File: src/rtl/ofs_pkg.sv
package ofs_pkg;
  localparam int NREG    = 8;
  localparam int INSTR_W = 16;
  localparam int OPC_W   = 5;
  localparam int SEL_SP  = 8;
  localparam int SEL_PC  = 9;
  localparam int SEL_EX  = 10;

  typedef enum logic [1:0] {
    KIND_REG = 2'd0,
    KIND_MEM = 2'd1,
    KIND_LIT = 2'd2
  } kind_e;

  typedef enum logic [2:0] {
    ST_IDLE, ST_A, ST_AW, ST_B, ST_BW
  } state_e;
endpackage

File: src/rtl/ofs_reg_pick.sv
module ofs_reg_pick #(
  parameter int DATA_W = 16,
  parameter int NUM    = 8,
  localparam int SEL_W = $clog2(NUM)
) (
  input  logic [NUM*DATA_W-1:0] regs_i,
  input  logic [SEL_W-1:0]      sel_i,
  output logic [DATA_W-1:0]     val_o
);
  logic [DATA_W-1:0] arr [NUM];

  for (genvar i = 0; i < NUM; i++) begin : g_unpack
    assign arr[i] = regs_i[i*DATA_W +: DATA_W];
  end

  assign val_o = arr[sel_i];
endmodule

File: src/rtl/ofs_operand_resolve.sv
module ofs_operand_resolve
  import ofs_pkg::*;
#(
  parameter int DATA_W = 16
) (
  input  logic [5:0]             code_i,
  input  logic                   is_a_i,
  input  logic [NREG*DATA_W-1:0] regs_i,
  input  logic [DATA_W-1:0]      sp_i,
  input  logic [DATA_W-1:0]      pc_i,
  input  logic [DATA_W-1:0]      ex_i,
  input  logic [DATA_W-1:0]      nw_i,
  output logic                   need_nw_o,
  output kind_e                  kind_o,
  output logic [DATA_W-1:0]      val_o,
  output logic [DATA_W-1:0]      addr_o,
  output logic [DATA_W-1:0]      sp_nxt_o
);
  logic [DATA_W-1:0] reg_val;

  ofs_reg_pick #(.DATA_W(DATA_W), .NUM(NREG)) u_pick (
    .regs_i (regs_i),
    .sel_i  (code_i[2:0]),
    .val_o  (reg_val)
  );

  always_comb begin
    need_nw_o = 1'b0;
    kind_o    = KIND_REG;
    val_o     = '0;
    addr_o    = '0;
    sp_nxt_o  = sp_i;
    if (code_i[5]) begin
      // inline literal, -1..30
      kind_o = KIND_LIT;
      val_o  = DATA_W'(code_i[4:0]) - DATA_W'(1);
    end else begin
      unique case (code_i[4:3])
        2'd0: begin
          val_o  = reg_val;
          addr_o = DATA_W'(code_i[2:0]);
        end
        2'd1: begin
          kind_o = KIND_MEM;
          addr_o = reg_val;
        end
        2'd2: begin
          kind_o    = KIND_MEM;
          addr_o    = reg_val + nw_i;
          need_nw_o = 1'b1;
        end
        default: begin
          unique case (code_i[2:0])
            3'd0: begin
              kind_o = KIND_MEM;
              if (is_a_i) begin
                addr_o   = sp_i;
                sp_nxt_o = sp_i + DATA_W'(1);
              end else begin
                addr_o   = sp_i - DATA_W'(1);
                sp_nxt_o = sp_i - DATA_W'(1);
              end
            end
            3'd1: begin
              kind_o = KIND_MEM;
              addr_o = sp_i;
            end
            3'd2: begin
              kind_o    = KIND_MEM;
              addr_o    = sp_i + nw_i;
              need_nw_o = 1'b1;
            end
            3'd3: begin
              val_o  = sp_i;
              addr_o = DATA_W'(SEL_SP);
            end
            3'd4: begin
              val_o  = pc_i;
              addr_o = DATA_W'(SEL_PC);
            end
            3'd5: begin
              val_o  = ex_i;
              addr_o = DATA_W'(SEL_EX);
            end
            3'd6: begin
              kind_o    = KIND_MEM;
              addr_o    = nw_i;
              need_nw_o = 1'b1;
            end
            default: begin
              kind_o    = KIND_LIT;
              val_o     = nw_i;
              need_nw_o = 1'b1;
            end
          endcase
        end
      endcase
    end
  end
endmodule

File: src/rtl/operand_fetch_seq.sv
module operand_fetch_seq
  import ofs_pkg::*;
#(
  parameter int DATA_W = 16
) (
  input  logic                   clk_i,
  input  logic                   rst_ni,
  input  logic                   start_i,
  input  logic [INSTR_W-1:0]     instr_i,
  input  logic [NREG*DATA_W-1:0] regs_i,
  input  logic [DATA_W-1:0]      ex_i,
  input  logic [DATA_W-1:0]      pc_i,
  input  logic [DATA_W-1:0]      sp_i,
  output logic                   mem_rd_o,
  output logic [DATA_W-1:0]      mem_addr_o,
  input  logic [DATA_W-1:0]      mem_data_i,
  output logic                   busy_o,
  output logic                   done_o,
  output logic [OPC_W-1:0]       opcode_o,
  output logic [1:0]             a_kind_o,
  output logic [DATA_W-1:0]      a_val_o,
  output logic [DATA_W-1:0]      a_addr_o,
  output logic [1:0]             b_kind_o,
  output logic [DATA_W-1:0]      b_val_o,
  output logic [DATA_W-1:0]      b_addr_o,
  output logic [DATA_W-1:0]      pc_o,
  output logic [DATA_W-1:0]      sp_o
);
  state_e             st;
  logic [INSTR_W-1:0] instr_q;
  logic [DATA_W-1:0]  pc_q, sp_q;
  logic               done_q;
  kind_e              a_kind_q, b_kind_q;
  logic [DATA_W-1:0]  a_val_q, a_addr_q, b_val_q, b_addr_q;

  logic              in_a, issue_st;
  logic [5:0]        code;
  logic              need_nw;
  kind_e             r_kind;
  logic [DATA_W-1:0] r_val, r_addr, r_sp_nxt;

  assign in_a     = (st == ST_A) || (st == ST_AW);
  assign issue_st = (st == ST_A) || (st == ST_B);
  assign code     = in_a ? instr_q[15:10] : {1'b0, instr_q[9:5]};

  ofs_operand_resolve #(.DATA_W(DATA_W)) u_res (
    .code_i    (code),
    .is_a_i    (in_a),
    .regs_i    (regs_i),
    .sp_i      (sp_q),
    .pc_i      (pc_q),
    .ex_i      (ex_i),
    .nw_i      (mem_data_i),
    .need_nw_o (need_nw),
    .kind_o    (r_kind),
    .val_o     (r_val),
    .addr_o    (r_addr),
    .sp_nxt_o  (r_sp_nxt)
  );

  assign mem_rd_o   = issue_st && need_nw;
  assign mem_addr_o = pc_q;

  always_ff @(posedge clk_i or negedge rst_ni) begin
    if (!rst_ni) begin
      st       <= ST_IDLE;
      instr_q  <= '0;
      pc_q     <= '0;
      sp_q     <= '0;
      done_q   <= 1'b0;
      a_kind_q <= KIND_REG;
      b_kind_q <= KIND_REG;
      a_val_q  <= '0;
      a_addr_q <= '0;
      b_val_q  <= '0;
      b_addr_q <= '0;
    end else begin
      done_q <= 1'b0;
      unique case (st)
        ST_IDLE: if (start_i) begin
          instr_q <= instr_i;
          pc_q    <= pc_i;
          sp_q    <= sp_i;
          st      <= ST_A;
        end
        ST_A, ST_AW: begin
          if (st == ST_A && need_nw) begin
            pc_q <= pc_q + DATA_W'(1);
            st   <= ST_AW;
          end else begin
            a_kind_q <= r_kind;
            a_val_q  <= r_val;
            a_addr_q <= r_addr;
            sp_q     <= r_sp_nxt;
            st       <= ST_B;
          end
        end
        default: begin
          if (st == ST_B && need_nw) begin
            pc_q <= pc_q + DATA_W'(1);
            st   <= ST_BW;
          end else begin
            b_kind_q <= r_kind;
            b_val_q  <= r_val;
            b_addr_q <= r_addr;
            sp_q     <= r_sp_nxt;
            done_q   <= 1'b1;
            st       <= ST_IDLE;
          end
        end
      endcase
    end
  end

  assign busy_o   = (st != ST_IDLE);
  assign done_o   = done_q;
  assign opcode_o = instr_q[OPC_W-1:0];
  assign a_kind_o = a_kind_q;
  assign a_val_o  = a_val_q;
  assign a_addr_o = a_addr_q;
  assign b_kind_o = b_kind_q;
  assign b_val_o  = b_val_q;
  assign b_addr_o = b_addr_q;
  assign pc_o     = pc_q;
  assign sp_o     = sp_q;


  done_pulse_chk: assert property (@(posedge clk_i) disable iff (!rst_ni)
    done_o |=> !done_o);


  nw_pc_step_chk: assert property (@(posedge clk_i) disable iff (!rst_ni)
    mem_rd_o |=> (pc_o == $past(pc_o) + DATA_W'(1)));


  busy_start_chk: assert property (@(posedge clk_i) disable iff (!rst_ni)
    (busy_o && start_i) |=> $stable(opcode_o));


  idle_hold_chk: assert property (@(posedge clk_i) disable iff (!rst_ni)
    (!busy_o && !start_i) |=> ($stable(pc_o) && $stable(sp_o) &&
                               $stable(a_val_o) && $stable(b_val_o)));


  sp_step_chk: assert property (@(posedge clk_i) disable iff (!rst_ni)
    busy_o |=> (sp_o == $past(sp_o) || sp_o == $past(sp_o) + DATA_W'(1) ||
                sp_o == $past(sp_o) - DATA_W'(1)));


  lit_src_chk: assert property (@(posedge clk_i) disable iff (!rst_ni)
    (done_o && a_kind_o == 2'd2) |-> (instr_q[15] || instr_q[15:10] == 6'h1f));


  rd_busy_chk: assert property (@(posedge clk_i) disable iff (!rst_ni)
    mem_rd_o |-> busy_o);
endmodule

File: config.mk
export PLATFORM = sky130hd
export DESIGN_NAME = operand_fetch_seq
export DESIGN_NICKNAME = d
export VERILOG_FILES = /design/src/rtl/ofs_pkg.sv /design/src/rtl/ofs_reg_pick.sv /design/src/rtl/ofs_operand_resolve.sv /design/src/rtl/operand_fetch_seq.sv
export SDC_FILE = /design/constraint.sdc
export NUM_CORES = 1
export LEC_CHECK = 0
export BUFFER_PORTS_ARGS = -buffer_cell sky130_fd_sc_hd__buf_2
export CORE_ASPECT_RATIO = 1.4
export CORE_MARGIN = 3
export CORE_UTILIZATION = 50
export DETAILED_ROUTE_END_ITERATION = 10
export GPL_TIMING_DRIVEN = 0
export PLACE_DENSITY_LB_ADDON = 0.05
export SYNTH_ARGS = -nofsm -noshare
export SYNTH_HDL_FRONTEND = slang
export SYNTH_SLANG_ARGS = --single-unit
File: constraint.sdc
create_clock -name clk_i -period 5.8 [get_ports clk_i]
set_input_delay 0.29 -clock clk_i [delete_from_list [all_inputs] [get_ports clk_i]]
set_output_delay 0.29 -clock clk_i [all_outputs]
set_load 0.01 [all_outputs]
# [Yosys cells after proc, flatten, opt, wreduce, memory -nomap -nowiden]
# Index checks and enable logic that the tools add are counted.
[totals] inputBits=211 reg_bits=120
[classes] n_lt_le_gt_ge=1 reduce_logical=23 n_eq_ne=15 n_mux=35 add_sub_neg=6 n_bitwise=4
[ops] cell="2-to-1 mux 16 bit" n=15
[ops] cell="one-hot mux 16 bit (7 select lines)" n=1
[ops] cell="one-hot mux 16 bit (2 select lines)" n=3
[ops] cell="one-hot mux 16 bit (4 select lines)" n=1
[ops] cell="binary-select mux 16 bit (select 3 bit)" n=1
[ops] cell="one-hot mux 16 bit (3 select lines)" n=1
[ops] cell="adder 16 x 1 -> 16 bit (second input constant)" n=2
[ops] cell="adder 16 bit" n=2
[ops] cell="subtractor 16 x 1 -> 16 bit (second input constant)" n=1
[ops] cell="equality test 3 x 2 -> 1 bit (second input constant)" n=4
[ops] cell="equality test 3 bit (second input constant)" n=3
[ops] cell="OR reduction 3 bit" n=3
[ops] cell="one-hot mux 2 bit (2 select lines)" n=2
[ops] cell="equality test 3 x 1 -> 1 bit (second input constant)" n=2
[ops] cell="zero test 3 bit" n=2
[ops] cell="2-to-1 mux 3 bit" n=2
[ops] cell="2-to-1 mux 6 bit" n=1
[ops] cell="!= test 2 bit (second input constant)" n=3
[ops] cell="one-hot mux 3 bit (2 select lines)" n=1
[ops] cell="AND reduction 2 bit" n=3
[ops] cell="AND reduction 3 bit" n=2
[ops] cell="nonzero test 3 bit" n=2
[ops] cell="OR reduction 2 bit" n=3
[ops] cell="subtractor 5 x 1 -> 6 bit (second input constant)" n=1
[ops] cell="other kinds (14)" n=23

# [Logic depth before layout (Yosys ltp)]
# Gate-level depths: netlist of run 1.
[logic_depth] depth_word=11 depth_mapped=21 mapped_depth_nobuf=18

# [By module]
# Synthesis of run 1 repeated with hierarchy kept, for this count alone.
[hier_totals] cells_unflattened=1084 area_unflattened_um2=10463.8
[by_module_without_submodules] module="operand_fetch_seq" cells_per_inst=415 area_each_um2=5311.3 instances=1
[by_module_without_submodules] module="ofs_operand_resolve" cells_per_inst=612 area_each_um2=4081.4 instances=1
[by_module_without_submodules] module="ofs_reg_pick" cells_per_inst=57 area_each_um2=1071.0 instances=1

# [Worst setup path before layout of run 1]
# No wires, ideal clock.
[synth_timing] kind="register -> register" start="register st[1]" end="register a_addr_q[14], in the netlist a_addr_o[14]" path_slack_ns=1.673 t_arrival_ns=4.062 period_less_slack_ns=4.127 path_buffers=4 setup_ns=0.065 t_required_ns=5.735 path_stages_with_launch=22 cell_sequence="dfrtp_1 -> buf_2 -> xnor2_2 -> o21ai_2 -> nand2_2 -> buf_6 -> buf_2 -> buf_2 -> nand2_1 -> a31oi_1 -> a21o_1 -> ha_1 -> inv_1 -> fa_1 -> nand3b_1 -> a21oi_1 -> o21ai_0 -> a311oi_1 -> or3_1 -> nand3_1 -> a211oi_1 -> mux2_2"
[synth_between] elab_chain_len=11
[synth_rtl] element="start, declared" line="operand_fetch_seq.sv:29" text="state_e st;"
[synth_rtl] element="start signal, assigned" line="operand_fetch_seq.sv:66" text="st <= ST_IDLE;"
[synth_rtl] element="start signal, assigned" line="operand_fetch_seq.sv:84" text="st <= ST_A;"
[synth_rtl] element="start signal, assigned" line="operand_fetch_seq.sv:89" text="st <= ST_AW;"
[synth_rtl] element="branches (longest 11 deep; another with adder 16 bit)"
[synth_rtl] element="end signal, assigned" line="operand_fetch_seq.sv:93" text="a_addr_q <= r_addr;"
[synth_rtl] element="end, declared" line="operand_fetch_seq.sv:34" text="logic [DATA_W-1:0] a_val_q, a_addr_q, b_val_q, b_addr_q;"
# Several ways; the timed one is not identified. The select of a mux whose other input is x is not followed.
# A chain may end at the register's enable or synchronous reset.

# [Final worst setup path of run 1]
[layout_timing] start="register st[2]" end="register b_addr_q[14], in the netlist b_addr_o[14]"
[layout_between] elab_chain_len=11
[layout_rtl] element="branches (longest 11 deep; another with adder 16 bit)"
[layout_rtl] element="end signal, assigned" line="operand_fetch_seq.sv:105" text="b_addr_q <= r_addr;"
[layout_rtl] element="end, declared" line="operand_fetch_seq.sv:34"
# Several ways; the timed one is not identified. The select of a mux whose other input is x is not followed.

==> results of run 1 <==
metal layers:
layer / share of wire [%] / vias to the layer above / GRT usage [%]
met5: 0 / - / 0
met4: 5.6 / 0 / 19.1
met3: 8.5 / 131 / 5.46
met2: 48 / 773 / 64.8
met1: 38 / 5607 / 47.1
li1: - / 5378 / -
stage by stage:
step           setup slack (ns)  hold WS [ns]  cell area (um2)  util, %  instances
2_1_floorplan              1.67      -0.00559            10100        -       1260
3_3_place_gp              0.455         0.457            12000     61.7       1842
3_5_place_dp              0.422         0.286            12100     61.9       1843
4_1_cts                   0.387        0.0389            12700     65.0       1876
5_1_grt                  0.0512        0.0416            12700     65.0       1876
6_report                  0.322        0.0470            12700     65.0       1876
worst max-delay path by stage:
| stage | end | cells past startpoint |
|---|---|---|
| floorplan | a_addr_o[14] | 21 |
| global placement | b_addr_o[14] | 19 |
| detailed placement | b_addr_o[14] | 19 |
| CTS | b_addr_o[14] | 19 |
| global route | b_addr_o[14] | 19 |
| finish | b_addr_o[14] | 19 |
worst max-delay path: stages, from the launching register on:
cell,delay (ns)
dfrtp_1,0.48
inv_1,0.15
clkbuf_1,0.40
nand3_2,0.33
nand2_4,0.26
buf_2,0.25
buf_2,0.34
buf_2,0.36
a21o_1,0.24
ha_1,0.21
inv_1,0.07
fa_1,0.44
nand3b_1,0.20
a21oi_1,0.23
o21ai_0,0.20
a311oi_1,0.38
or3_1,0.16
nand3_1,0.07
a211oi_1,0.40
mux2_2,0.23
final cells by class:
type                    instances  area [um2]  share of cell area, %
flip-flops and latches        120        3000                   23.7
well taps                     248         310                   2.45
clock inverters                15         179                   1.41
clock buffers                  17         425                   3.35
repair buffers                336        1720                   13.5
multi-input cells            1000        6390                   50.3
inverters                      35         131                   1.04
plain buffers                 105         537                   4.23
registers in the layout, summed over array words and instances, names as in the netlist, 2 cells and up:
name and count:
a_kind_o 2, sp_o 16, a_addr_o 16, a_val_o 16, st 3, b_val_o 16
b_kind_o 2, instr_q 16, mem_addr_o 16, b_addr_o 16
cells by family (layout without fill, tap and decap cells):
logic type | Yosys count | in the layout | share of synthesized area [%]
xor gates and xnor gates | 33 | 33 | 3.16
and+or+nand+nor | 451 | 451 | 20.1
buffers and inverters | 140 | 508 | 6.64
adders and majority gates | 49 | 49 | 6.24
muxes | 24 | 24 | 3.27
AOI/OAI and AO/OA | 443 | 443 | 30.7
DFF | 120 | 120 | 29.9
placed cells by master, fill, tap and decap left out, types with 14 or more instances in the layout:
cell type,instances
a211oi_1,32
a21o_1,14
a21oi_1,106
a311oi_1,15
a31oi_1,26
and3_1,36
buf_2,359
buf_4,23
clkbuf_1,49
clkbuf_16,17
dfrtp_1,120
ha_1,47
inv_1,31
nand2_1,223
nand3_1,31
nor2_1,78
nor3_1,28
o21ai_0,76
o22ai_1,20
xnor2_1,16
xor2_1,14
repair_timing:
item | CTS | global route
hold buffers | 1 | 0
hold endpoints to repair | 56 | 0
endpoints found under the setup margin | 0 | 0
==> results list, run 1 <==
* Yosys top cell by area: dfrtp_1
- Maximum clock frequency: ~0.18 GHz
- Pin placement for this block handled 335 I/O pins.
- Ratio of cells with drive above 1 in the final layout: slightly below 30%
- The endpoint identified for the worst register-to-register timing path is b_addr_o[14].
- Summed over all layers, the global routing overflow is 0.
- For this run, design rule violations remaining after detail routing come to 0.
* Clock tree from TritonCTS: yes
* Layout overhead on the synthesized area: 26.1%
* Effective utilization at floorplan: around 52%
* Measured slew at the worst slew-check pin: about 1.1 ns
- Along the worst hold path, the cell count comes to 3.
- The first detailed-routing pass ran for 7 iterations.
* Total number of placement rows: 60
* Vias post-DR: 11900
- Counting distinct cell types in the post-synthesis netlist gives roughly 90.
* Top post-synthesis cells by count: nand2_1, dfrtp_1, a21oi_1, nor2_1, o21ai_0
- Minimum period implied by the final worst setup slack: 5.48 ns
- Initial antenna violation count: 0
- Number of warnings printed during yosys synthesis: 0
- Cells after synthesis: ~1300
- Summed over all layers, the routed wires come to roughly 43000 um.
- Maximum Capacitance Violations: 0
- The number of nets in the synthesized netlist is roughly 1500.
- Slew Limit Fails: 0
- After synthesis, the mean cell area works out to 7.98 um2.
- Clock transition time at the flip-flop clock pins of the worst setup and hold paths: 0.06 ns
* Antenna Violating Nets Remaining: 0
- Outcome: complete, no violations
* Area share of the leading cell type in the synthesized netlist: between 20 and 30%
- The worst setup path is captured at a flip-flop.
- The wire-length estimate of the detail-placed layout is between 30000 and 40000 um.
* Top post-synthesis cells by area: dfrtp_1, nand2_1, ha_1, a21oi_1, o21ai_0
- Largest net degree at the start of global routing: 65
* Worst skew pair latency: 0.44 ns
- Buffers placed on the I/O ports in this run total ~330.
- The first global-routing pass estimated roughly 65000 um of wire.
- Period utilization: 94.5%
* Crit path max fanout: 10
- Fillers: about 1800
- Sequential cells were found to cover about 30% of the synthesized design area.
* Final #Nets: between 1500 and 2000
- The min-delay analysis places its worst path in the category input pin to flip-flop.
* DR WL/cell: 23.1 um
* Startpoint of the most critical register-to-register path: st[2]
- The number of endpoints with negative hold slack in the final report is 0.
- Total of cells resized after clock tree synthesis: 0
* Root buffer cell: clkbuf_16
- The worst register-to-register path has a setup slack of ~0.32 ns.
- Clock buffer count from CTS: 17
- Antenna diode count: 0
- Measured against its own limit, the worst slew margin works out to between 20% and 30%.
- In the global route stage, overall resource usage came out at 38.1%.
* Top flip-flop cell by instance count after synthesis: dfrtp_1
- The tree built by TritonCTS fans out to between 100 and 150 sinks.
- Average vias per placed instance: 6.34
* Hold-critical path endpoint: instr_q[13]
- Area of the core: between 15000 and 20000 um2
- Fraction of synthesis flops using an asynchronous set or reset pin: 100%
- Setup violations remaining at the end of the flow were counted as 0.
- By instance count, the leading cell after synthesis is nand2_1.
- Iter 0 DRT Violations: between 1000 and 1500
* Hold Path Origin: instr_i[13]
- CTS Buffer Depth: 2
- CTS HTree Levels: 4
- Nature of the critical path startpoint: flip-flop
* Area of the die: 21900 um2
- Summing every instance area after synthesis gives approximately 10000 um2.
- At the worst endpoint, the required time is roughly 6.2 ns.
- Arrival time of data at the critical path endpoint: 5.85 ns
* Reg2reg path depth: 19
* Final worst clock skew: between 0.015 and 0.02 ns
- The critical path is of the flip-flop to flip-flop type.
- Setup repair after global routing left no endpoint under its margin.
* Number of global-route vias before repair: 11700
* Postcts setup bufs: 0
- Horiz. Die Dim: between 100 and 150 um
- Yosys mapped a number of flops with a built-in enable equal to 0.
- Critical path origin: st[2]
* Global placement routability congestion: around 1
- Vertical die dimension: approximately 170 um
- Total negative slack: 0 ns
- Synthesis-stage register bit count: 120
Power of run 1 is left out: the tool's default activity adds up to more than one toggle a clock period on the data nets, which glitch-free logic cannot reach.
==> run 2, diff against run 1 <==
--- a/config.mk
+++ b/config.mk
@@ -10,8 +10,7 @@
 export CORE_MARGIN = 3
 export CORE_UTILIZATION = 50
 export DETAILED_ROUTE_END_ITERATION = 10
-export GPL_TIMING_DRIVEN = 0
-export PLACE_DENSITY_LB_ADDON = 0.05
+export PLACE_DENSITY = 0.79
 export SYNTH_ARGS = -nofsm -noshare
 export SYNTH_HDL_FRONTEND = slang
 export SYNTH_SLANG_ARGS = --single-unit
==> run 2 against run 1 <==
Against the previous run: non-clock buffer count decreased by 84; maximum frequency increased by 4.4%; count of clock-buffer cells in the layout increased by 2; clock skew about the same; worst hold slack got worse by 0.0012 ns; critical path type unchanged; highest routed layer unchanged.
==> results list, run 2 (same netlist as run 1, synthesis figures left out) <==
- The worst setup path is launched from a flip-flop.
- For this design, the sink count on the clock tree is 120.
* Worst skew pair latency: 0.44 ns
- Required time of the worst setup path: between 6 and 7 ns
- Clock tree from TritonCTS: yes
* Worst setup slack for register-to-register paths: ~0.55 ns
- The routed design has a little over 40000 um of wire.
- Average vias per placed instance: 6.32
* Area of the die: approximately 22000 um2
* Slew Limit Fails: 0
* Cell depth of the worst hold path: 3
- Area of the core: a little under 20000 um2
- Hold-critical path endpoint: instr_q[2]
* Iter 0 DRT Violations: roughly 1100
- Total number of placement rows: 60
- No sink is reached through more buffers than the 2 on the longest clock path.
- Dpl cells: roughly 1800
- Count of pins on the block boundary: approximately 340
* Number of DRC violations after detailed routing: 0
- Top library cells by usage in the layout, fill and taps aside: buf_2, nand2_1, dfrtp_1
* Arrival time of data at the critical path endpoint: about 5.5 ns
- Largest net degree at the start of global routing: 69
- The detail route stage leaves a number of antenna-violating nets equal to 0.
- The final route contains 11300 vias.
- Leaving out filler cells and counting taps, the final layout contains between 1500 and 2000.
* Horiz. Die Dim: roughly 130 um
- First-pass GRT wire length: approximately 60000 um
* Worst max-slew margin expressed relative to the limit: between 20% and 30%
- Total negative slack: 0 ns
* Global placement routability congestion: 1.02
* Ratio of cells with drive above 1 in the final layout: 29.1%
* IO Port Bufs: about 330
* Number of optimization iterations in the first detailed-route pass: 6
- The run finished with clean final reports.
* Overall overflow remaining after global route: 0
* Reg2reg path depth: 15
* Hold Path Origin: instr_i[2]
- DP HPWL: roughly 31000 um
- Static timing analysis puts the maximum clock frequency at roughly 0.19 GHz.
- Startpoint of the most critical register-to-register path: st[2]
- Final #Nets: 1791
- Number of global-route vias before repair: 11000
* Sort of element at the end of the critical path: flip-flop
* Root buffer cell: clkbuf_16
- Final hold viol count: 0
* Tightest Hold Check Type: input pin to flip-flop
- For the pin with the worst max-slew slack, the measured transition is 1.09 ns.
- Clock transition time at the flip-flop clock pins of the worst setup and hold paths: about 0.060 ns
- In this run, CTS created clock tree buffers numbering 17.
- Setup violations remaining at the end of the flow were counted as 0.
- Final worst clock skew: around 0.016 ns
* Area of the multi-input gates: ~6400 um2
* Initial antenna violation count: 1
- Once the clock tree was built, the resizer swapped 0 gates to a different size.
- Vertical die dimension: 174 um
- In this run the critical register-to-register path is captured at b_addr_o[12].
* Layout overhead on the synthesized area: 22.1%
- Period utilization: between 90% and 100%
- Across the run, the number of max-cap violations was 0.
* Sequential cell area: 3000 um2
- Crit path max fanout: 20
* Most common cell after layout, fill and taps aside: buf_2
- For this configuration, the core starts out at a cell density of about half.
- The worst path in the final design needs a cycle of approximately 5.2 ns, including I/O delays and setup.
* Fillers: approximately 1800
- After detailed routing, the average wire length per cell comes to around 23 um.
- CTS HTree Levels: 4
* Crit Path Class: flip-flop to flip-flop
- Setup repair after global routing left no endpoint under its margin.
- For this run, the total global-route usage over all layers was measured as a little over a third.
## run 2: cell types whose count changed in the layout (fill, tap and decap cells not counted), sizes merged
cell	change
clkinv	+4
clkbuf	-48
inv	-8
clkinvlp	+2
diode	+1
buf	-34
## run 2: how the worst max path moves through the flow
stage / depth (start not counted) / end / startpoint
5_1_grt: 15 / b_addr_o[12] / st[2]
3_3_place_gp: 15 / b_addr_o[12] / st[2]
6_report: 15 / b_addr_o[12] / st[2]
3_5_place_dp: 17 / b_addr_o[14] / st[2]
4_1_cts: 15 / b_addr_o[12] / st[2]
2_1_floorplan: 21 / a_addr_o[14] / st[1]
## run 2: metrics by stage
step | cell area [um2] | util (%) | hold slack [ns] | setup slack [ns]
after global routing | 12300 | 62.9 | 0.0547 | 0.0678
after CTS | 12300 | 62.9 | 0.0406 | 0.738
after floorplan | 10100 | - | -0.00559 | 1.67
after detailed placement | 11700 | 59.8 | 0.355 | 0.772
final | 12300 | 62.9 | 0.0458 | 0.555
after global placement | 11700 | 59.8 | 0.351 | 0.858
## run 2: final cells by class
type                       count  share of cell area [%]
clock buffer                  19                    3.61
multi-input combinational   1000                    52.1
clock inverter                13                    1.20
sequential                   120                    24.4
timing repair buffer         357                    15.1
inverter                      35                    1.07
tap                          248                    2.53
antenna                        1                  0.0204
## run 2: what timing repair did
item,CTS,global route
setup buffers,0,0
hold endpoints to repair,52,0
hold buffers,1,0
## run 2: metal layers
layer / part of all wire (%) / GRT usage, % / vias up
met2: 47 / 58.2 / 649
met4: 5.0 / 16.7 / 0
met1: 39 / 45.5 / 5353
met3: 8.8 / 7.55 / 119
li1: - / - / 5203
met5: 0 / 0 / -
## run 2: critical path: stages (launching register included)
cell and delay, ns:
dfrtp_1 0.72, inv_1 0.36, a21oi_2 0.35, or2_1 0.17
clkinv_1 0.50, a211oi_1 0.36, a311oi_1 0.09, or2_2 0.38
ha_1 0.37, a211oi_1 0.45, nor4b_1 0.50, o31ai_1 0.18
xor2_1 0.17, a221oi_1 0.26, a41o_1 0.16, o21ai_0 0.07
Power of run 2 is left out for the same reason.
==> run 3, diff against run 2 <==
--- a/config.mk
+++ b/config.mk
@@ -8,9 +8,9 @@
 export BUFFER_PORTS_ARGS = -buffer_cell sky130_fd_sc_hd__buf_2
 export CORE_ASPECT_RATIO = 1.4
 export CORE_MARGIN = 3
-export CORE_UTILIZATION = 50
+export CORE_UTILIZATION = 45
 export DETAILED_ROUTE_END_ITERATION = 10
-export PLACE_DENSITY = 0.79
+export PLACE_DENSITY = 0.72
 export SYNTH_ARGS = -nofsm -noshare
 export SYNTH_HDL_FRONTEND = slang
 export SYNTH_SLANG_ARGS = --single-unit
==> run 3 against run 2 <==
Against the previous run: die area increased by 11%; first-iteration DRC count decreased by 20%; worst setup slack got worse by 0.15 ns; highest routed layer unchanged; non-clock buffer count unchanged; global-route usage decreased by 3.7 points; clock skew decreased by 0.0037 ns; via count increased by 0.11%; register-to-register slack got worse by 0.15 ns; maximum frequency decreased by 2.7%; final area increased by 0.53%; sequential share of layout area decreased by 0.13 points.
==> results list, run 3 (same netlist as run 1, synthesis figures left out) <==
* CTS HTree Levels: 4
* Largest net degree at the start of global routing: approximately 70
* Required time of the worst setup path: ~6 ns
- STA classifies the critical path endpoint as a flip-flop.
- After detailed routing, the average wire length per cell comes to approximately 22 um.
* Ordered list of cells on the worst path: xor2_2 > nand3_2 > nand2_2 > inv_2 > nand2_1 > a311oi_1 > or2_2 > ha_1 > a211oi_1 > nor4b_1 > o31ai_1 > xor2_1 > a221oi_1 > a41o_1 > o31ai_1
- CP max stage delay: roughly 0.59 ns
* Antenna Violating Nets Remaining: 0
- Vias post-DR: around 11000
* End-of-flow core utilization: a little under three fifths
- Antenna diode count: 0
- In the final design database the tool counted ~1800 nets.
* Crit Path Class: flip-flop to flip-flop
* Final worst clock skew: around 0.012 ns
* Maximum clock frequency: roughly 0.19 GHz
- The initialized floorplan defines 64 standard-cell rows.
- For this configuration, the core starts out at a cell density of 45.8%.
- Count of pins on the block boundary: around 340
* Maximum Capacitance Violations: 0
- CP max stage cell: nor4b_1
- The worst setup path is launched from a flip-flop.
* IO Port Bufs: 334
- For this design, the sink count on the clock tree is between 100 and 150.
* Iter 0 DRT Violations: 863
* Total negative slack: 0 ns
- Average vias per placed instance: roughly 6.2
- TritonCTS built the clock tree.
- The number of endpoints with negative hold slack in the final report came to 0.
* Global Route Usage Sum: between 30% and 40%
- Setup repair after global routing missed its margin: false
- The routed design could run at a clock period as short as between 5 and 6 ns.
- The number of antenna violations at the first check in global routing came to 0.
* Ratio of cells with drive above 1 in the final layout: roughly 29%
- Measured along the x axis, the die boundary spans roughly 130 um.
- Most numerous cell on the critical path: o31ai_1
- Period utilization: between 90 and 100%
- Clock-pin slew was measured on the worst setup and hold paths at ~0.060 ns.
- Number of DRC violations after detailed routing: 0
- Routability-driven placement finished with a final weighted congestion of approximately 1.
* Worst max-slew margin expressed relative to the limit: approximately 14%
* First-pass GRT wire length: a little over 60000 um
- Slew Limit Fails: 0
* Layout overhead on the synthesized area: 22.8%
* Most common cell after layout, fill and taps aside: buf_2
- Area of the core: ~22000 um2
* Outcome: complete, no violations
* Top library cells by usage in the layout, fill and taps aside: buf_2, nand2_1, dfrtp_1
- Root buffer cell: clkbuf_16
* Overall overflow remaining after global route: 0
- Buffers & Inverters on Critical Path: 1
* Area of the die: ~24000 um2
- Final-report setup violation count: 0
- At the pin with the least slew margin, the transition time is approximately 1.3 ns.
- Worst skew pair latency: between 0.4 and 0.5 ns
- Number of global-route vias before repair: roughly 11000
- Crit path max fanout: 29
* CTS Buffer Depth: 2
- Arrival time of data at the critical path endpoint: approximately 5.7 ns
- Clock buffer count from CTS: 17
- The tightest min-delay check is of the input pin to flip-flop type.
* Number of optimization iterations in the first detailed-route pass: 5
* DP HPWL: 31700 um
- Once the clock tree was built, the setup fixing pass inserted 0 buffers.
- Post-Route WL: just over 40000 um
- The die is approximately 180 um tall.
* Family with the most delay on the worst path: simple AND/OR/NAND/NOR gates
[run 3: cell count changes in the layout (fill, tap and decap cells not counted)]
| cell | previous run | this run |
|---|---|---|
| clkinv_4 | 4 | 3 |
| inv_6 | 2 | 6 |
| clkbuf_8 | 1 | 0 |
| clkbuf_1 | 1 | 0 |
| o21ai_4 | 1 | 2 |
| o21ai_2 | 2 | 1 |
| diode_2 | 1 | 0 |
| clkinv_2 | 1 | 2 |
| clkinvlp_4 | 4 | 2 |
[run 3: cell type report]
| class | count | area [um2] |
|---|---|---|
| Clock inverter | 15 | 164 |
| Sequential cell | 120 | 3000 |
| Tap cell | 297 | 372 |
| Fill cell | 2196 | 9590 |
| Clock buffer | 17 | 425 |
| Inverter | 35 | 131 |
| Multi-Input combinational cell | 1000 | 6400 |
| Timing Repair Buffer | 357 | 1850 |
[run 3: per-layer routing]
layer / track usage, % / up-vias / share of wire [%]
li1: - / 5205 / -
met1: 41.2 / 5441 / 40
met2: 53.3 / 584 / 48
met3: 4.53 / 107 / 7.5
met4: 16.0 / 0 / 4.9
met5: 0 / - / 0
[run 3: through the flow]
step	hold WS (ns)	instance area [um2]	setup WS, ns	cells
after detailed placement	0.359	11700	0.703	1808
after global placement	0.364	11700	0.833	1808
final	0.0499	12300	0.407	1841
after CTS	0.0385	12300	0.632	1841
after floorplan	-0.00559	10100	1.67	1260
after global routing	0.0569	12300	0.195	1841
[run 3: final timing paths]
| path | from | endpoint | slack [ns] | depth (start not counted) |
|---|---|---|---|---|
| worst max register to register | st[1] | a_addr_o[12] | 0.41 | 15 |
| worst min register to register | a_val_o[13] | a_val_o[13] | 0.47 | 2 |
| worst max-delay path | st[1] | a_addr_o[12] | 0.41 | 15 |
| max in group asynchronous | rst_ni | mem_addr_o[0] | 4.03 | 3 |
| min in group asynchronous | rst_ni | done_o | 0.43 | 2 |
| worst min-delay path | instr_i[1] | instr_q[1] | 0.05 | 3 |
[run 3: repair_timing]
action | 4_1_cts | 5_1_grt
resized for setup | 0 | 0
endpoints found under the hold margin | 52 | 0
hold buffers | 1 | 0
[run 3: tightest hold or removal path, cell delays in order]
cell	delay [ns]
buf_2	0.08
nand2_1	0.04
nand2_1	0.04
Power of run 3 is left out for the same reason.
